## src/rtl/bdp_pkg.sv

```systemverilog
package bdp_pkg;

    typedef enum logic {
        POLICY_SIGN  = 1'b0,
        POLICY_TABLE = 1'b1
    } policy_e;

    typedef struct packed {
        logic en;
        logic taken;
    } outcome_t;

    localparam int SAT_W = 8;

    // step a saturating counter up or down within [0, top]
    function automatic logic [SAT_W-1:0] sat_step(input logic [SAT_W-1:0] cur,
                                                  input logic [SAT_W-1:0] top,
                                                  input logic up);
        logic [SAT_W-1:0] r;
        if (up) r = (cur == top) ? cur : cur + 1'b1;
        else    r = (cur == '0)  ? cur : cur - 1'b1;
        return r;
    endfunction

endpackage

```

## src/rtl/bdp_table.sv

```systemverilog
module bdp_table
    import bdp_pkg::*;
#(
    parameter int IDX_W = 11,
    parameter int CTR_W = 1
) (
    input  logic             clk,
    input  logic             rst,
    input  logic             clr_req,
    input  logic [IDX_W-1:0] rd_idx,
    input  logic [IDX_W-1:0] wr_idx,
    input  outcome_t         wr,
    output logic             rd_hint,
    output logic             busy
);
    localparam int DEPTH = 1 << IDX_W;
    localparam logic [IDX_W-1:0] LAST = IDX_W'(DEPTH - 1);
    localparam logic [CTR_W-1:0] CTR_TOP = {CTR_W{1'b1}};

    logic [CTR_W-1:0] mem [DEPTH];
    logic [IDX_W-1:0] sweep_idx;
    logic [CTR_W-1:0] next_val;
    logic [CTR_W-1:0] cur_val;

    assign cur_val = mem[wr_idx];

    generate
        if (CTR_W == 1) begin : g_bit
            assign next_val = wr.taken;
        end else begin : g_ctr
            assign next_val = CTR_W'(sat_step(SAT_W'(cur_val), SAT_W'(CTR_TOP), wr.taken));
        end
    endgenerate

    always_ff @(posedge clk) begin
        if (rst || clr_req) begin
            busy      <= 1'b1;
            sweep_idx <= '0;
        end else if (busy) begin
            sweep_idx <= sweep_idx + 1'b1;
            if (sweep_idx == LAST) busy <= 1'b0;
        end
    end

    always_ff @(posedge clk) begin
        if (busy)        mem[sweep_idx] <= '0;
        else if (wr.en)  mem[wr_idx]    <= next_val;
    end

    assign rd_hint = busy ? 1'b0 : mem[rd_idx][CTR_W-1];


    sweep_end_chk: assert property (@(posedge clk) disable iff (rst)
        (busy && !clr_req && sweep_idx == LAST) |=> !busy);


    clear_start_chk: assert property (@(posedge clk) disable iff (rst)
        clr_req |=> (busy && sweep_idx == '0));

    generate
        if (CTR_W == 1) begin : g_rw_chk

            write_visible_chk: assert property (@(posedge clk) disable iff (rst)
                ($past(wr.en) && !$past(busy) && !$past(rst) && !busy && rd_idx == $past(wr_idx))
                    |-> rd_hint == $past(wr.taken));
        end
    endgenerate

endmodule

```

## src/rtl/bdp_redirect.sv

```systemverilog
module bdp_redirect #(
    parameter int PENALTY = 4,
    parameter int CNT_W   = $clog2(PENALTY + 1)
) (
    input  logic             clk,
    input  logic             rst,
    input  logic             miss,
    output logic             redirect,
    output logic [CNT_W-1:0] bubbles
);
    localparam logic [CNT_W-1:0] LOAD = CNT_W'(PENALTY);

    always_ff @(posedge clk) begin
        if (rst)               bubbles <= '0;
        else if (miss)         bubbles <= LOAD;
        else if (bubbles != 0) bubbles <= bubbles - 1'b1;
    end

    assign redirect = (bubbles != '0);


    penalty_load_chk: assert property (@(posedge clk) disable iff (rst)
        miss |=> (bubbles == LOAD && redirect));


    penalty_count_chk: assert property (@(posedge clk) disable iff (rst)
        (!miss && redirect) |=> (bubbles == $past(bubbles) - 1'b1));


    idle_hold_chk: assert property (@(posedge clk) disable iff (rst)
        (!miss && !redirect) |=> !redirect);

endmodule

```

## src/rtl/bdir_predictor.sv

```systemverilog
module bdir_predictor
    import bdp_pkg::*;
#(
    parameter int PC_W    = 32,
    parameter int DISP_W  = 21,
    parameter int IDX_W   = 11,
    parameter int CTR_W   = 1,
    parameter int PENALTY = 4,
    parameter int CNT_W   = $clog2(PENALTY + 1)
) (
    input  logic              clk,
    input  logic              rst,
    input  logic              clr_req,
    input  logic [PC_W-1:0]   lk_pc,
    input  logic [DISP_W-1:0] lk_disp,
    input  logic              lk_dyn,
    output logic              pred_taken,
    input  logic              upd_valid,
    input  logic [PC_W-1:0]   upd_pc,
    input  logic              upd_taken,
    input  logic              res_valid,
    input  logic              res_mispredict,
    output logic              busy,
    output logic              redirect,
    output logic [CNT_W-1:0]  bubble_cnt
);
    localparam int IDX_LO = 2;
    localparam int IDX_HI = IDX_LO + IDX_W - 1;

    logic [IDX_W-1:0] rd_idx;
    logic [IDX_W-1:0] wr_idx;
    outcome_t         wr;
    logic             hint;
    policy_e          policy;
    logic             unused_bits;

    assign rd_idx = lk_pc[IDX_HI:IDX_LO];
    assign wr_idx = upd_pc[IDX_HI:IDX_LO];
    assign wr     = '{en: upd_valid, taken: upd_taken};
    assign policy = policy_e'(lk_dyn);
    assign unused_bits = ^{lk_pc, upd_pc, lk_disp[DISP_W-2:0]};

    bdp_table #(.IDX_W(IDX_W), .CTR_W(CTR_W)) u_table (
        .clk     (clk),
        .rst     (rst),
        .clr_req (clr_req),
        .rd_idx  (rd_idx),
        .wr_idx  (wr_idx),
        .wr      (wr),
        .rd_hint (hint),
        .busy    (busy)
    );

    bdp_redirect #(.PENALTY(PENALTY), .CNT_W(CNT_W)) u_redirect (
        .clk      (clk),
        .rst      (rst),
        .miss     (res_valid && res_mispredict),
        .redirect (redirect),
        .bubbles  (bubble_cnt)
    );

    always_comb begin
        case (policy)
            POLICY_TABLE: pred_taken = hint;
            default:      pred_taken = lk_disp[DISP_W-1];
        endcase
    end


    busy_guess_chk: assert property (@(posedge clk) disable iff (rst)
        (busy && lk_dyn) |-> !pred_taken);


    redirect_cnt_chk: assert property (@(posedge clk) disable iff (rst)
        redirect |-> (bubble_cnt != '0 && bubble_cnt <= CNT_W'(PENALTY)));

endmodule

```

## config.mk

```make
export PLATFORM = sky130hd
export DESIGN_NAME = bdir_predictor
export DESIGN_NICKNAME = d
export VERILOG_FILES = /design/src/rtl/bdp_pkg.sv /design/src/rtl/bdp_table.sv /design/src/rtl/bdp_redirect.sv /design/src/rtl/bdir_predictor.sv
export SDC_FILE = /design/constraint.sdc
export NUM_CORES = 2
export LEC_CHECK = 0
export BUFFER_PORTS_ARGS = -buffer_cell sky130_fd_sc_hd__buf_2
export CORE_UTILIZATION = 28
export CTS_BUF_LIST = sky130_fd_sc_hd__clkbuf_8
export DETAILED_ROUTE_END_ITERATION = 8
export PLACE_DENSITY = 0.44
export SYNTH_ARGS = -nofsm -noshare
export SYNTH_HDL_FRONTEND = slang
export SYNTH_SLANG_ARGS = --single-unit
```

## constraint.sdc

```tcl
create_clock -name clk -period 46.6 [get_ports clk]
set_clock_uncertainty 0.05 [all_clocks]
set_input_delay 4.66 -clock clk [delete_from_list [all_inputs] [get_ports clk]]
set_output_delay 4.66 -clock clk [all_outputs]
set_load 0.02 [all_outputs]
```

==> Flow_metrics.wiki <==
{| class="wikitable"
! Metric !! Value
|-
| Routed via count || ~54,000
|-
| Fraction of registers with async set or reset after synthesis || 0
|-
| Number of cells upsized or downsized after cts || 0
|-
| DIE HEIGHT || between 500 and 600 um
|-
| Slew headroom || 0.137
|-
| Count of placed standard cells including taps || about 10,000
|-
| Total Routed Length || 294,000 um
|-
| Pwr Density || about 37 nW/um^2
|-
| Cell Rows || ~210
|-
| Final period utilization || 0.347
|-
| Slew of the pin with the lowest slew margin || 1.29 ns
|-
| Number of nets in the synthesized netlist || about 6,400
|-
| Hold Worst Slack || roughly 0.47 ns
|-
| Drt wl/cell || 27.6 um
|-
| Max rail drop VDD || about 0.018 mV
|-
| Post-detailed-placement half-perimeter wirelength || ~150,000 um
|-
| Cell taking the most area after synthesis || sky130_fd_sc_hd__edfxtp_1
|-
| Gate family responsible for the most delay along the worst path || buffers and inverters
|-
| Number of library cell types mapped by synthesis || 68
|-
| Count of clock tree sinks || between 2,000 and 2,500
|-
| FMAX || 0.0619 GHz
|-
| Initial antenna violation count || 14
|-
| GRT overflow || 0
|-
| Biggest area contributors in the synthesized netlist || sky130_fd_sc_hd__edfxtp_1, sky130_fd_sc_hd__mux4_2, sky130_fd_sc_hd__nor2_1
|-
| Yosys top cell area share || 0.689
|-
| Reported leakage power || 0.0320 uW
|-
| CTS H-tree depth || 5
|-
| Critical path buffers and inverters || 6
|-
| Number of enable flip-flop cells after synthesis || ~2,000
|-
| Wire length of the first global-routing pass || just over 400,000 um
|-
| Final non-filler cell total || around 11,000
|-
| Worst path required time || about 42 ns
|-
| Final Worst Setup Slack || 30.44 ns
|-
| Final setup violation count || 0
|-
| Crit path time final || roughly 16 ns
|-
| Starting Density || 0.282
|-
| Clock latency on the worst-skew pair || 1.01 ns
|-
| Core occupancy in the finished layout || 0.316
|-
| Combined flip-flop and latch cell area || 61,800 um^2
|-
| Tot GR Track Use || 0.178
|-
| Type of the most critical hold path || reg -> reg
|-
| Weighted congestion at the end of routability-driven global placement || between 0.7 and 0.8
|-
| Slowest cell on the critical path || sky130_fd_sc_hd__o22ai_1
|-
| Gate count after technology mapping || 6,257
|-
| Critical path cell sequence || buf_8 -> buf_12 -> buf_4 -> buf_4 -> buf_12 -> mux2i_1 -> o22ai_1 -> o41ai_1 -> o21ai_0 -> o22ai_1 -> nor4_1 -> a2111oi_0 -> o211ai_1 -> o41a_1 -> buf_2
|-
| Predominant post-synthesis flop cell || sky130_fd_sc_hd__edfxtp_1
|-
| Per-cell via count in the routed design || 5.10
|-
| Cell area after technology mapping || about 90,000 um^2
|-
| Relative area change from synthesis to final layout || 12.1%
|-
| Horiz. Die Dim || ~570 um
|-
| Filler instances || roughly 32,000
|-
| Number of buffers added to fix hold violations after cts || 0
|-
| Max-cap viol count || 0
|-
| 1st-pass router iterations || 7
|-
| Outcome || finished clean
|-
| Startpoint of the worst hold path || u_redirect.bubbles[1]
|-
| Final setup TNS || 0 ns
|-
| Die area || between 300,000 and 400,000 um^2
|-
| CP Launch Point || lk_pc[2]
|-
| Total number of nets in the final design || about 6,300
|-
| Setup slack after placement || between 30 and 40 ns
|-
| Sequential element share of the synthesized area || 0.693
|-
| Vias in the first global route || around 55,000
|-
| Post-synthesis average cell area || between 10 and 15 um^2
|-
| Max-slew violations || 0
|-
| CTS tree || yes
|-
| Number of synthesized register bits || 2,063
|-
| Final Hold Viols || 0
|-
| Post-route ant nets || 0
|-
| Remaining design rule violation count || 0
|-
| Highest net fanout along the worst path || 80
|-
| Element type at the critical path end || output pin
|-
| Drt initial violations || 5,316
|-
| Number of buffers inserted by port buffering || 36
|-
| Setup fix buffers added after clock tree synthesis || 0
|-
| Share of final-layout standard cells stronger than drive strength 1 || 0.169
|-
| Signal arrival time at the worst endpoint || about 11 ns
|-
| Clock transition at the register clock pins on the worst setup and hold paths after CTS || ~0.05 ns
|-
| Clock tree buffer depth || 4
|-
| Total I/O pin count || about 100
|-
| Number of warnings printed during yosys synthesis || 0
|-
| Area of combinational cells with multiple inputs || roughly 25,000 um^2
|-
| Num CTS Buffers || roughly 370
|-
| Peak per-stage delay on the critical path || between 0.8 and 0.9 ns
|-
| RSZ-0062 raised after global routing || no
|-
| Critical register-to-register path startpoint || u_table.busy
|-
| Clk root buf || sky130_fd_sc_hd__clkbuf_8
|-
| Startpoint class of the critical path || primary input
|-
| Core Box Area || roughly 320,000 um^2
|-
| Worst Path Class, Setup || in -> out
|-
| Largest net degree at the start of global routing || 240
|}
==> layout by cell type (no fill, tap or decap), drive strengths merged, types with 15 or more instances in the layout <==
cell,instances
a21oi,81
nor2,2113
nand2,154
mux4,404
a22o,15
nand3,54
inv,137
o221ai,85
a31oi,21
o21ai,46
o22ai,47
clkinv,141
dfxtp,15
a221oi,17
mux2i,259
nor3,50
clkbuf,370
edfxtp,2048
buf,167
a22oi,62
==> sequential cells by signal (all words and copies together), names as in the netlist <==
name and count:
u_redirect.bubbles 3, u_table.busy 1, u_table.sweep_idx 11, u_table.mem 2048
==> through the flow <==
stage | area (um^2) | power, uW
after floorplan | 89200 | 2150
after global placement | 93500 | 2210
after detailed placement | 93500 | 2210
after CTS | 100000 | 3760
after global routing | 100000 | 3840
final | 100000 | 3720
==> path summary, 6_finish.rpt <==
check                                to  slack [ns]  depth (start not counted)
setup / recovery             pred_taken       30.44                         15
hold / removal    u_redirect.bubbles[1]        0.47                          2
setup reg to reg       u_table.mem[579]       41.12                          7
hold reg to reg   u_redirect.bubbles[1]        0.47                          2
==> tightest hold or removal path, stage by stage (launching register included) <==
cell,delay [ns]
sky130_fd_sc_hd__dfxtp_1,0.34
sky130_fd_sc_hd__a21oi_1,0.07
sky130_fd_sc_hd__nor2_1,0.07
==> per-layer routing <==
layer | routed length [um] | vias up | track usage
li1 | - | 23000 | -
met1 | 125000 | 29100 | 0.234
met2 | 146000 | 1603 | 0.307
met3 | 14800 | 464 | 0.0227
met4 | 8010 | 0 | 0.0520
met5 | 0 | - | 0
==> cell type report <==
cell class / count / share of cell area
Antenna cell: 5 / 0.000125
Inverter: 17 / 0.000676
Clock inverter: 275 / 0.0136
Tap cell: 4160 / 0.0521
Timing Repair Buffer: 167 / 0.0128
Clock buffer: 370 / 0.0509
Sequential cell: 2063 / 0.618
Multi-Input combinational cell: 3579 / 0.252
==> kinds of logic after synthesis <==
group           synth area share
fa+ha+maj               0.000561
flops                      0.693
buf+inv                   0.0309
simple gates               0.107
xor+xnor                0.000884
compound gates            0.0345
mux                        0.133
==> where the power goes <==
part	switching [uW]	internal, uW
Clock	784	768
Sequential	0.920	2010
Combinational	100	54.7
==> cells in the mapped netlist (9+ instances only) <==
cell                        number
sky130_fd_sc_hd__o22ai_1        47
sky130_fd_sc_hd__clkbuf_1      333
sky130_fd_sc_hd__buf_4          24
sky130_fd_sc_hd__mux4_2        403
sky130_fd_sc_hd__mux2_2         14
sky130_fd_sc_hd__nor2b_1        11
sky130_fd_sc_hd__nand2_1       154
sky130_fd_sc_hd__o211ai_1        9
sky130_fd_sc_hd__a22o_1         15
sky130_fd_sc_hd__buf_6          40
sky130_fd_sc_hd__o221ai_1       85
sky130_fd_sc_hd__buf_2          37
sky130_fd_sc_hd__nand2b_1       11
sky130_fd_sc_hd__buf_1         163
sky130_fd_sc_hd__edfxtp_1     2048
sky130_fd_sc_hd__inv_1          15
sky130_fd_sc_hd__a21oi_1        81
sky130_fd_sc_hd__mux2i_1       259
sky130_fd_sc_hd__nor2_1       2113
sky130_fd_sc_hd__o21ai_0        43
sky130_fd_sc_hd__o2111ai_1      10
sky130_fd_sc_hd__a31oi_1        21
sky130_fd_sc_hd__a22oi_1        62
sky130_fd_sc_hd__a221oi_1       17
sky130_fd_sc_hd__nor3_1         50
sky130_fd_sc_hd__nand3_1        54
sky130_fd_sc_hd__nand4_1        10
sky130_fd_sc_hd__dfxtp_1        15
sky130_fd_sc_hd__nor4_1         11
Note: power is estimated with default switching activity, not from simulation.
